<file path="config.mk">
export PLATFORM = sky130hd
export DESIGN_NAME = spi_audio_streamer
export DESIGN_NICKNAME = d
export VERILOG_FILES = /design/src/rtl/spi_aud_pkg.sv /design/src/rtl/sas_ctrl_reg.sv /design/src/rtl/sas_stream_clk.sv /design/src/rtl/sas_bitbang.sv /design/src/rtl/spi_audio_streamer.sv
export SDC_FILE = /design/constraint.sdc
export NUM_CORES = 1
export LEC_CHECK = 0
export BUFFER_PORTS_ARGS = -buffer_cell sky130_fd_sc_hd__buf_2
export CAP_MARGIN = 20
export CORE_AREA = 5 5 42 44
export DETAILED_ROUTE_END_ITERATION = 10
export DIE_AREA = 0 0 47 49
export HOLD_SLACK_MARGIN = 0.08
export PLACE_DENSITY_LB_ADDON = 0.3
export SLEW_MARGIN = 10
export SYNTH_ARGS = -nofsm -noshare
export SYNTH_HDL_FRONTEND = slang
export SYNTH_SLANG_ARGS = --single-unit
</file>
<file path="constraint.sdc">
create_clock -name clk -period 1.8 [get_ports clk]
set_clock_uncertainty 0.2 [all_clocks]
set_input_delay 0.09 -clock clk [delete_from_list [all_inputs] [get_ports clk]]
set_output_delay 0.09 -clock clk [all_outputs]
set_load 0.01 [all_outputs]
</file>
<file path="src/rtl/spi_aud_pkg.sv">
package spi_aud_pkg;
  localparam int CTRL_DESEL_BIT = 7;
  localparam int CTRL_BYTE_BIT  = 6;
  localparam int CTRL_HOLD_BIT  = 5;
  localparam int DATA_BIT       = 7;

  typedef struct packed {
    logic desel;
    logic byte_mode;
    logic hold;
  } ctrl_t;
endpackage

</file>
<file path="src/rtl/sas_ctrl_reg.sv">
module sas_ctrl_reg
  import spi_aud_pkg::*;
(
  input  logic       clk,
  input  logic       rst_n,
  input  logic       wr_en,
  input  logic       wr_ctrl,
  input  logic [7:0] wr_data,
  output logic       cs_n_o,
  output logic       hold_n_o,
  output logic       run_o
);
  ctrl_t ctrl_q, ctrl_d;
  logic  run_q, run_d;
  logic  ctrl_we;

  assign ctrl_we = wr_en & wr_ctrl;

  always_comb begin
    ctrl_d = ctrl_q;
    run_d  = run_q;
    if (ctrl_we) begin
      ctrl_d.desel     = wr_data[CTRL_DESEL_BIT];
      ctrl_d.byte_mode = wr_data[CTRL_BYTE_BIT];
      ctrl_d.hold      = wr_data[CTRL_HOLD_BIT];
      run_d = ~wr_data[CTRL_DESEL_BIT] & ~wr_data[CTRL_BYTE_BIT];
    end
  end

  always_ff @(posedge clk or negedge rst_n) begin
    if (!rst_n) begin
      ctrl_q <= '{desel: 1'b1, byte_mode: 1'b1, hold: 1'b0};
      run_q  <= 1'b0;
    end else begin
      ctrl_q <= ctrl_d;
      run_q  <= run_d;
    end
  end

  assign cs_n_o   = ctrl_q.desel;
  assign hold_n_o = ~ctrl_q.hold;
  assign run_o    = run_q;

  AST_CS_FOLLOWS_WRITE: assert property (@(posedge clk) disable iff (!rst_n)
    ctrl_we |=> (cs_n_o == $past(wr_data[CTRL_DESEL_BIT])) && (hold_n_o == !$past(wr_data[CTRL_HOLD_BIT])));
endmodule

</file>
<file path="src/rtl/sas_stream_clk.sv">
module sas_stream_clk #(
  parameter int DIV_HALF = 4
) (
  input  logic clk,
  input  logic rst_n,
  input  logic en_i,
  input  logic miso_i,
  output logic sck_o,
  output logic audio_o
);
  localparam int CW = (DIV_HALF > 1) ? $clog2(DIV_HALF) : 1;
  localparam logic [CW-1:0] LIM = CW'(DIV_HALF - 1);

  logic [CW-1:0] cnt_q, cnt_d;
  logic          sck_q, sck_d;
  logic          aud_q, aud_d;

  always_comb begin
    cnt_d = cnt_q;
    sck_d = sck_q;
    aud_d = aud_q;
    if (!en_i) begin
      cnt_d = '0;
      sck_d = 1'b0;
    end else if (cnt_q == LIM) begin
      cnt_d = '0;
      sck_d = ~sck_q;
      if (!sck_q) aud_d = miso_i;
    end else begin
      cnt_d = cnt_q + 1'b1;
    end
  end

  always_ff @(posedge clk or negedge rst_n) begin
    if (!rst_n) begin
      cnt_q <= '0;
      sck_q <= 1'b0;
      aud_q <= 1'b0;
    end else begin
      cnt_q <= cnt_d;
      sck_q <= sck_d;
      aud_q <= aud_d;
    end
  end

  assign sck_o   = sck_q;
  assign audio_o = aud_q;

  AST_SCK_PARKS_LOW: assert property (@(posedge clk) disable iff (!rst_n)
    !en_i |=> !sck_o);
  AST_AUDIO_ON_RISE: assert property (@(posedge clk) disable iff (!rst_n)
    (audio_o != $past(audio_o)) |-> $rose(sck_o));

  generate
    if (DIV_HALF > 1) begin : g_wide
      AST_HIGH_PHASE_LEN: assert property (@(posedge clk) disable iff (!rst_n)
        ($rose(sck_o) && en_i) |=> (sck_o || !en_i));
    end
  endgenerate
endmodule

</file>
<file path="src/rtl/sas_bitbang.sv">
module sas_bitbang (
  input  logic clk,
  input  logic rst_n,
  input  logic wr_i,
  input  logic bit_i,
  output logic mosi_o,
  output logic sck_o
);
  typedef enum logic [1:0] {BB_IDLE, BB_RISE, BB_FALL} bb_st_t;

  bb_st_t st_q, st_d;
  logic   mosi_q, mosi_d;
  logic   sck_q, sck_d;

  always_comb begin
    st_d   = st_q;
    mosi_d = mosi_q;
    sck_d  = 1'b0;
    case (st_q)
      BB_RISE: begin sck_d = 1'b1; st_d = BB_FALL; end
      BB_FALL: st_d = BB_IDLE;
      default: st_d = BB_IDLE;
    endcase
    if (wr_i) begin
      mosi_d = bit_i;
      st_d   = BB_RISE;
    end
  end

  always_ff @(posedge clk or negedge rst_n) begin
    if (!rst_n) begin
      st_q   <= BB_IDLE;
      mosi_q <= 1'b0;
      sck_q  <= 1'b0;
    end else begin
      st_q   <= st_d;
      mosi_q <= mosi_d;
      sck_q  <= sck_d;
    end
  end

  assign mosi_o = mosi_q;
  assign sck_o  = sck_q;

  AST_BB_ONE_CYCLE: assert property (@(posedge clk) disable iff (!rst_n)
    sck_o |=> !sck_o);
endmodule

</file>
<file path="src/rtl/spi_audio_streamer.sv">
module spi_audio_streamer
  import spi_aud_pkg::*;
#(
  parameter int DIV_HALF = 4
) (
  input  logic       clk,
  input  logic       rst_n,
  input  logic       wr_en,
  input  logic       wr_ctrl,
  input  logic [7:0] wr_data,
  input  logic       spi_miso,
  output logic       spi_cs_n,
  output logic       spi_sck,
  output logic       spi_mosi,
  output logic       spi_hold_n,
  output logic       audio_out
);
  logic run;
  logic div_en;
  logic div_sck;
  logic bb_sck;
  logic bb_wr;

  sas_ctrl_reg u_ctrl (
    .clk      (clk),
    .rst_n    (rst_n),
    .wr_en    (wr_en),
    .wr_ctrl  (wr_ctrl),
    .wr_data  (wr_data),
    .cs_n_o   (spi_cs_n),
    .hold_n_o (spi_hold_n),
    .run_o    (run)
  );

  assign div_en = run & spi_hold_n;

  sas_stream_clk #(.DIV_HALF(DIV_HALF)) u_clk (
    .clk     (clk),
    .rst_n   (rst_n),
    .en_i    (div_en),
    .miso_i  (spi_miso),
    .sck_o   (div_sck),
    .audio_o (audio_out)
  );

  assign bb_wr = wr_en & ~wr_ctrl & ~run;

  sas_bitbang u_bb (
    .clk    (clk),
    .rst_n  (rst_n),
    .wr_i   (bb_wr),
    .bit_i  (wr_data[DATA_BIT]),
    .mosi_o (spi_mosi),
    .sck_o  (bb_sck)
  );

  assign spi_sck = run ? div_sck : bb_sck;

  AST_MOSI_FROZEN_STREAM: assert property (@(posedge clk) disable iff (!rst_n)
    run |=> $stable(spi_mosi));
endmodule

</file>
==> reports/results.txt, run 1 <==
diode count: 0
final hold slack: 0.1125 ns
first-pass GRT wire length: 1.490 mm
Antenna Nets Post-Route: 0
Initial DRC Count: 0
register clock-pin slew on the reported worst setup and hold paths: 0.07 ns
Hold WC Path Type: input port to async pin
clk_lat worst skew: 0.26 ns
number of clock sinks: 11
utilization after layout: 0.4545
DRC viols: 0
TNS Setup: 0 ns
max-cap viol count: 0
Post-DP Area: 520.5 sq um
Layout Nets: 70
Final Hold Vio Count: 0
antenna violations before repair: 0
cell count after synthesis: 30
sequential element share of the synthesized area: 0.6278
Ports: 18
type of origin of the critical path: input port
Die Ht: 49 um
RSZ-0062 raised after global routing: no
fin crit period: 1.552 ns
die area: 2303 sq um
core area: 1401 sq um
via count: 306
num rows: 14
# setup viols final: 0
Ys Warns: 0
share of cells above drive strength 1: 0.4000
drt total wl: 796 um
Slowest cell on crit path: dlygate4sd3_1
Clock Root Buffer: clkbuf_4
crit-path cells: dlygate4sd3_1 > buf_2 > nor3b_2 > dlygate4sd3_1
Chip Width: 47 um
Worst Path Buf+Inv: 3
FMAX: 644.2 MHz
# resized after CTS: 0
area growth from synthesis to layout: 44.60%
Crit Path Max Fanout: 3
Final period util: 0.8624
Global Route Usage Sum: 0.08878
Post-Syn Nets: 44
Seq cells post-synth: 11
kind of critical path: input port to register
crit end category: register
H-Tree Depth: 1
Most common cell on crit path: dlygate4sd3_1
worst endpoint required time: 1.80 ns
slew of the pin with the lowest slew margin: 0.4459 ns
final instance area: 636.9 sq um
Max IR drop VDD: 0.3937 mV
post-synthesis cell area: 440.4 sq um
Max-Slew Margin vs Limit: 0.7018
number of global-route vias before repair: 368
grt total ovfl: 0
Slowest Stage Delay on Critical Path: 0.58 ns
leakage power: 0.3258 nW
Initial Util: 0.3143
CTS tree: done
Avg WL per Cell: 11.21 um
power after layout: 0.5276 mW
# Post-CTS Setup Buffers: 0
1st-pass router iterations: 1
PortBufs: 12
vias per cell: 4.310
Worst EP arrival: 1.55 ns
largest net degree at the start of global routing: 11
syn avg cell area: 14.68 sq um
maximum clock insertion buffer count: 2
Slew Limit Fails: 0
status: finished clean
library cells used by synthesis: 17
CP top delay family: buffers and inverters
PwrDens: 828.4 nW/um^2
RD Place Congestion: 0.6261
CTS buffer count: 3
-- final timing paths --
path,from,endpoint,slack [ns],cells past startpoint
setup reg to reg,u_ctrl.run_o$_DFFE_PN0P_,u_bb.st_q[0]$_DFF_PN0_,0.28,2
hold / removal,rst_n,u_ctrl.cs_n_o$_DFFE_PN1P_,0.11,2
hold reg to reg,u_bb.st_q[1]$_DFF_PN0_,u_bb.sck_o$_DFF_PN0_,0.21,1
min in group clk,u_bb.st_q[1]$_DFF_PN0_,u_bb.sck_o$_DFF_PN0_,0.21,1
max in group asynchronous,rst_n,u_bb.mosi_o$_DFFE_PN0P_,0.42,3
setup / recovery,wr_ctrl,u_bb.st_q[0]$_DFF_PN0_,0.25,4
-- metal layers --
metal  GRT usage  up-vias  share of wire
li1            -      151              -
met1      0.1061      141           0.47
met2      0.1357       12           0.44
met3     0.03321        2          0.075
met4     0.04147        0         0.0075
met5           0        -              0
-- cell usage in the layout, fill, tap and decap left out, drive strengths merged --
| master | instances |
|---|---|
| dfstp | 1 |
| ha | 1 |
| buf | 12 |
| nand2b | 1 |
| nor3b | 1 |
| inv | 1 |
| mux2 | 6 |
| nor2 | 2 |
| xnor2 | 1 |
| nor2b | 1 |
| and3 | 1 |
| and4bb | 1 |
| clkbuf | 4 |
| nor3 | 1 |
| and2b | 1 |
| dfrtp | 10 |
| dlygate4sd3 | 9 |
| nand2 | 1 |
-- stage by stage --
step | instances | setup slack, ns
2_1_floorplan | 30 | 0.4108
3_3_place_gp | 58 | 0.3690
3_5_place_dp | 58 | 0.3661
4_1_cts | 71 | 0.2505
5_1_grt | 71 | 0.1928
6_report | 71 | 0.2477
-- synthesized netlist by cell type, drive strengths merged --
master	number	share of area
nor3b	1	0.028
nand2	1	0.0085
nor3	1	0.011
dfstp	1	0.060
dfrtp	10	0.57
nor2b	1	0.014
nand2b	1	0.014
nor2	2	0.017
mux2	6	0.16
xnor2	1	0.020
inv	1	0.0085
and4bb	1	0.028
and2b	1	0.017
ha	1	0.028
and3	1	0.014
-- state kept, by name (all words and copies together), names as in the netlist --
name,cells
u_clk.cnt_q,2
u_ctrl.ctrl_q,1
u_clk.audio_o,1
u_bb.sck_o,1
u_bb.st_q,2
u_ctrl.cs_n_o,1
u_bb.mosi_o,1
u_clk.sck_o,1
u_ctrl.run_o,1
-- where the power goes --
| part | total [mW] | internal, mW | switching, mW | leakage, nW |
|---|---|---|---|---|
| clock | 0.160 | 0.0855 | 0.0750 | 0.0150 |
| sequential | 0.286 | 0.272 | 0.0142 | 0.142 |
| combinational | 0.0813 | 0.0483 | 0.0330 | 0.169 |
| total | 0.528 | 0.405 | 0.122 | 0.326 |
-- cell families after synthesis --
| logic type | share of synthesized area |
|---|---|
| xor+xnor | 0.01989 |
| fa+ha+maj | 0.02840 |
| buf+inv | 0.008515 |
| flops | 0.6279 |
| mux | 0.1619 |
| simple gates | 0.1534 |
-- cell type report --
type / count / area (sq um)
Fill cell: 150 / 764.5
Inverter: 1 / 3.754
Multi-Input combinational cell: 18 / 160.2
Tap cell: 16 / 20.02
Clock buffer: 4 / 26.28
Sequential cell: 11 / 276.5
Timing Repair Buffer: 21 / 150.1
-- timing repair --
action | 4_1_cts | 5_1_grt
hold buffers | 9 | 0
hold endpoints to repair | 18 | 0
endpoints found under the setup margin | 0 | 0
(Power assumes the default switching activity.)
==> run 2: changes to the inputs <==
Settings changed: ABC_AREA set to 1.
==> reports/results.txt, run 2 <==
grt total ovfl: 0
Initial DRC Count: 0
Clock Root Buffer: clkbuf_4
area growth from synthesis to layout: 50.70%
EDFF count, synth: 0
Global Route Usage Sum: 0.1071
number of global-route vias before repair: 398
Ports: 18
via count: 390
post-synth top area share: 0.5571
maximum clock insertion buffer count: 2
# resized after CTS: 0
DRC viols: 0
leakage power: 0.3536 nW
kind of critical path: register to register
Post-synth ARST share: 1.000
antenna violations before repair: 0
largest net degree at the start of global routing: 11
Slowest Stage Delay on Critical Path: 0.58 ns
# setup viols final: 0
CTS tree: done
TNS Setup: 0 ns
Hold WC Path Type: input port to async pin
diode count: 0
post-synthesis cell area: 449.2 sq um
main area contributors after synthesis: dfrtp_1 (56%), nand2_1 (11%), dfstp_2 (5.8%), nor2_1 (5.8%), inv_1 (5.0%)
Slew Limit Fails: 0
Final Hold Vio Count: 0
Placed Cells incl. Taps: 77
Final period util: 0.8995
WL met2: 520 um
crit end category: register
CP top delay family: buffers and inverters
fin cells: 93
Chip Width: 47 um
Met3 Wirelength: 34 um
commonest non-fill, non-tap cell in the layout: nand2_1
syn avg cell area: 9.167 sq um
FMAX: 617.6 MHz
RD Place Congestion: 0.6315
H-Tree Depth: 1
RSZ-0062 raised after global routing: no
Slowest cell on crit path: dlygate4sd3_1
Die Ht: 49 um
count leader, synth: nand2_1
PwrDens: 801.7 nW/um^2
post-DP HPWL: 616.4 um
top cells by count, synth: nand2_1 (13), dfrtp_1 (10), nor2_1 (7)
Max-Slew Margin vs Limit: 0.6961
library cells used by synthesis: 13
register clock-pin slew on the reported worst setup and hold paths: 0.07 ns
PortBufs: 12
Seq cells post-synth: 11
most frequent cells in the layout: nand2_1 (13), dlygate4sd3_1 (12), buf_2 (12), dfrtp_1 (10), nor2_1 (7)
Initial Util: 0.3205
1st-pass router iterations: 1
drt total wl: 970 um
power after layout: 0.5427 mW
type of origin of the critical path: register
share of cells above drive strength 1: 0.2857
max-cap viol count: 0
fillers: 149
Ys Warns: 0
Crit Path Max Fanout: 5
Largest regs: u_bb.st_q x2, u_clk.cnt_q x2
Avg WL per Cell: 10.43 um
top routing layer used: met3
die area: 2303 sq um
worst endpoint required time: 1.76 ns
Post-Syn Nets: 63
Worst EP arrival: 1.58 ns
clk_lat worst skew: 0.27 ns
slew of the pin with the lowest slew margin: 0.4543 ns
core area: 1401 sq um
status: finished clean
num rows: 14
Synth Flop Type: dfrtp_1
cell taking the most area after synthesis: dfrtp_1
Antenna Nets Post-Route: 0
number of clock sinks: 11
Max IR drop VDD: 0.4427 mV
sequential element share of the synthesized area: 0.6156
crit-path cells: inv_2 > nand3_1 > dlygate4sd3_1 > nand2_1 > inv_1
Worst Path Buf+Inv: 3
first-pass GRT wire length: 1.766 mm
cell count after synthesis: 49
fin crit period: 1.619 ns
vias per cell: 4.194
Metal-1 WL: 415 um
Layout Nets: 92
CTS buffer count: 3
-- run 2: final cells by class --
class | count | area (sq um) | area share
clock buffers | 3 | 22.52 | 0.03327
clock inverters | 1 | 5.005 | 0.007394
inverters | 8 | 30.03 | 0.04436
multi-input cells | 30 | 142.6 | 0.2107
flip-flops and latches | 11 | 276.5 | 0.4085
well taps | 16 | 20.02 | 0.02957
repair buffers | 24 | 180.2 | 0.2662
-- run 2: per-layer routing --
| metal | up-vias | global-route usage |
|---|---|---|
| li1 | 205 | - |
| met4 | 0 | 0.02765 |
| met1 | 177 | 0.1402 |
| met2 | 8 | 0.1606 |
| met5 | - | 0 |
| met3 | 0 | 0.04428 |
-- run 2: final timing paths --
path	from	endpoint	slack [ns]	cells past startpoint
max in group asynchronous	rst_n	u_bb.mosi_o$_DFFE_PN0P_	0.42	3
min	rst_n	u_ctrl.cs_n_o$_DFFE_PN1P_	0.10	2
min reg2reg	u_bb.st_q[1]$_DFF_PN0_	u_bb.sck_o$_DFF_PN0_	0.22	1
max reg2reg	u_ctrl.run_o$_DFFE_PN0P_	u_bb.st_q[1]$_DFF_PN0_	0.18	5
max	u_ctrl.run_o$_DFFE_PN0P_	u_bb.st_q[1]$_DFF_PN0_	0.18	5
min in group clk	u_bb.st_q[1]$_DFF_PN0_	u_bb.sck_o$_DFF_PN0_	0.22	1
-- run 2: power by group --
part           internal (mW)  total (mW)  switching, mW
clock network         0.0821       0.166         0.0838
registers              0.270       0.282         0.0114
logic                 0.0463      0.0951         0.0488
total                  0.399       0.543          0.144
-- run 2: cell families after synthesis --
logic type / Yosys count / share of synthesized area
adders and majority gates: 1 / 0.02785
buffers and inverters: 8 / 0.06686
DFF: 11 / 0.6156
AOI/OAI and AO/OA: 3 / 0.03342
and+or+nand+nor: 26 / 0.2563
-- run 2: stage by stage --
stage / area (sq um) / hold slack (ns) / setup slack, ns / utilization
5_1_grt: 676.9 / 0.1010 / 0.09569 / 0.4830
3_5_place_dp: 529.3 / -0.2227 / 0.6007 / 0.3777
3_3_place_gp: 529.3 / -0.2302 / 0.6247 / 0.3777
6_report: 676.9 / 0.1022 / 0.1808 / 0.4830
4_1_cts: 676.9 / 0.1009 / 0.1902 / 0.4830
2_1_floorplan: 449.2 / -0.4056 / 0.6581 / -
-- run 2: what timing repair did --
item	CTS	global route
setup buffers	0	0
endpoints found under the hold margin	18	0
hold buffers	12	0
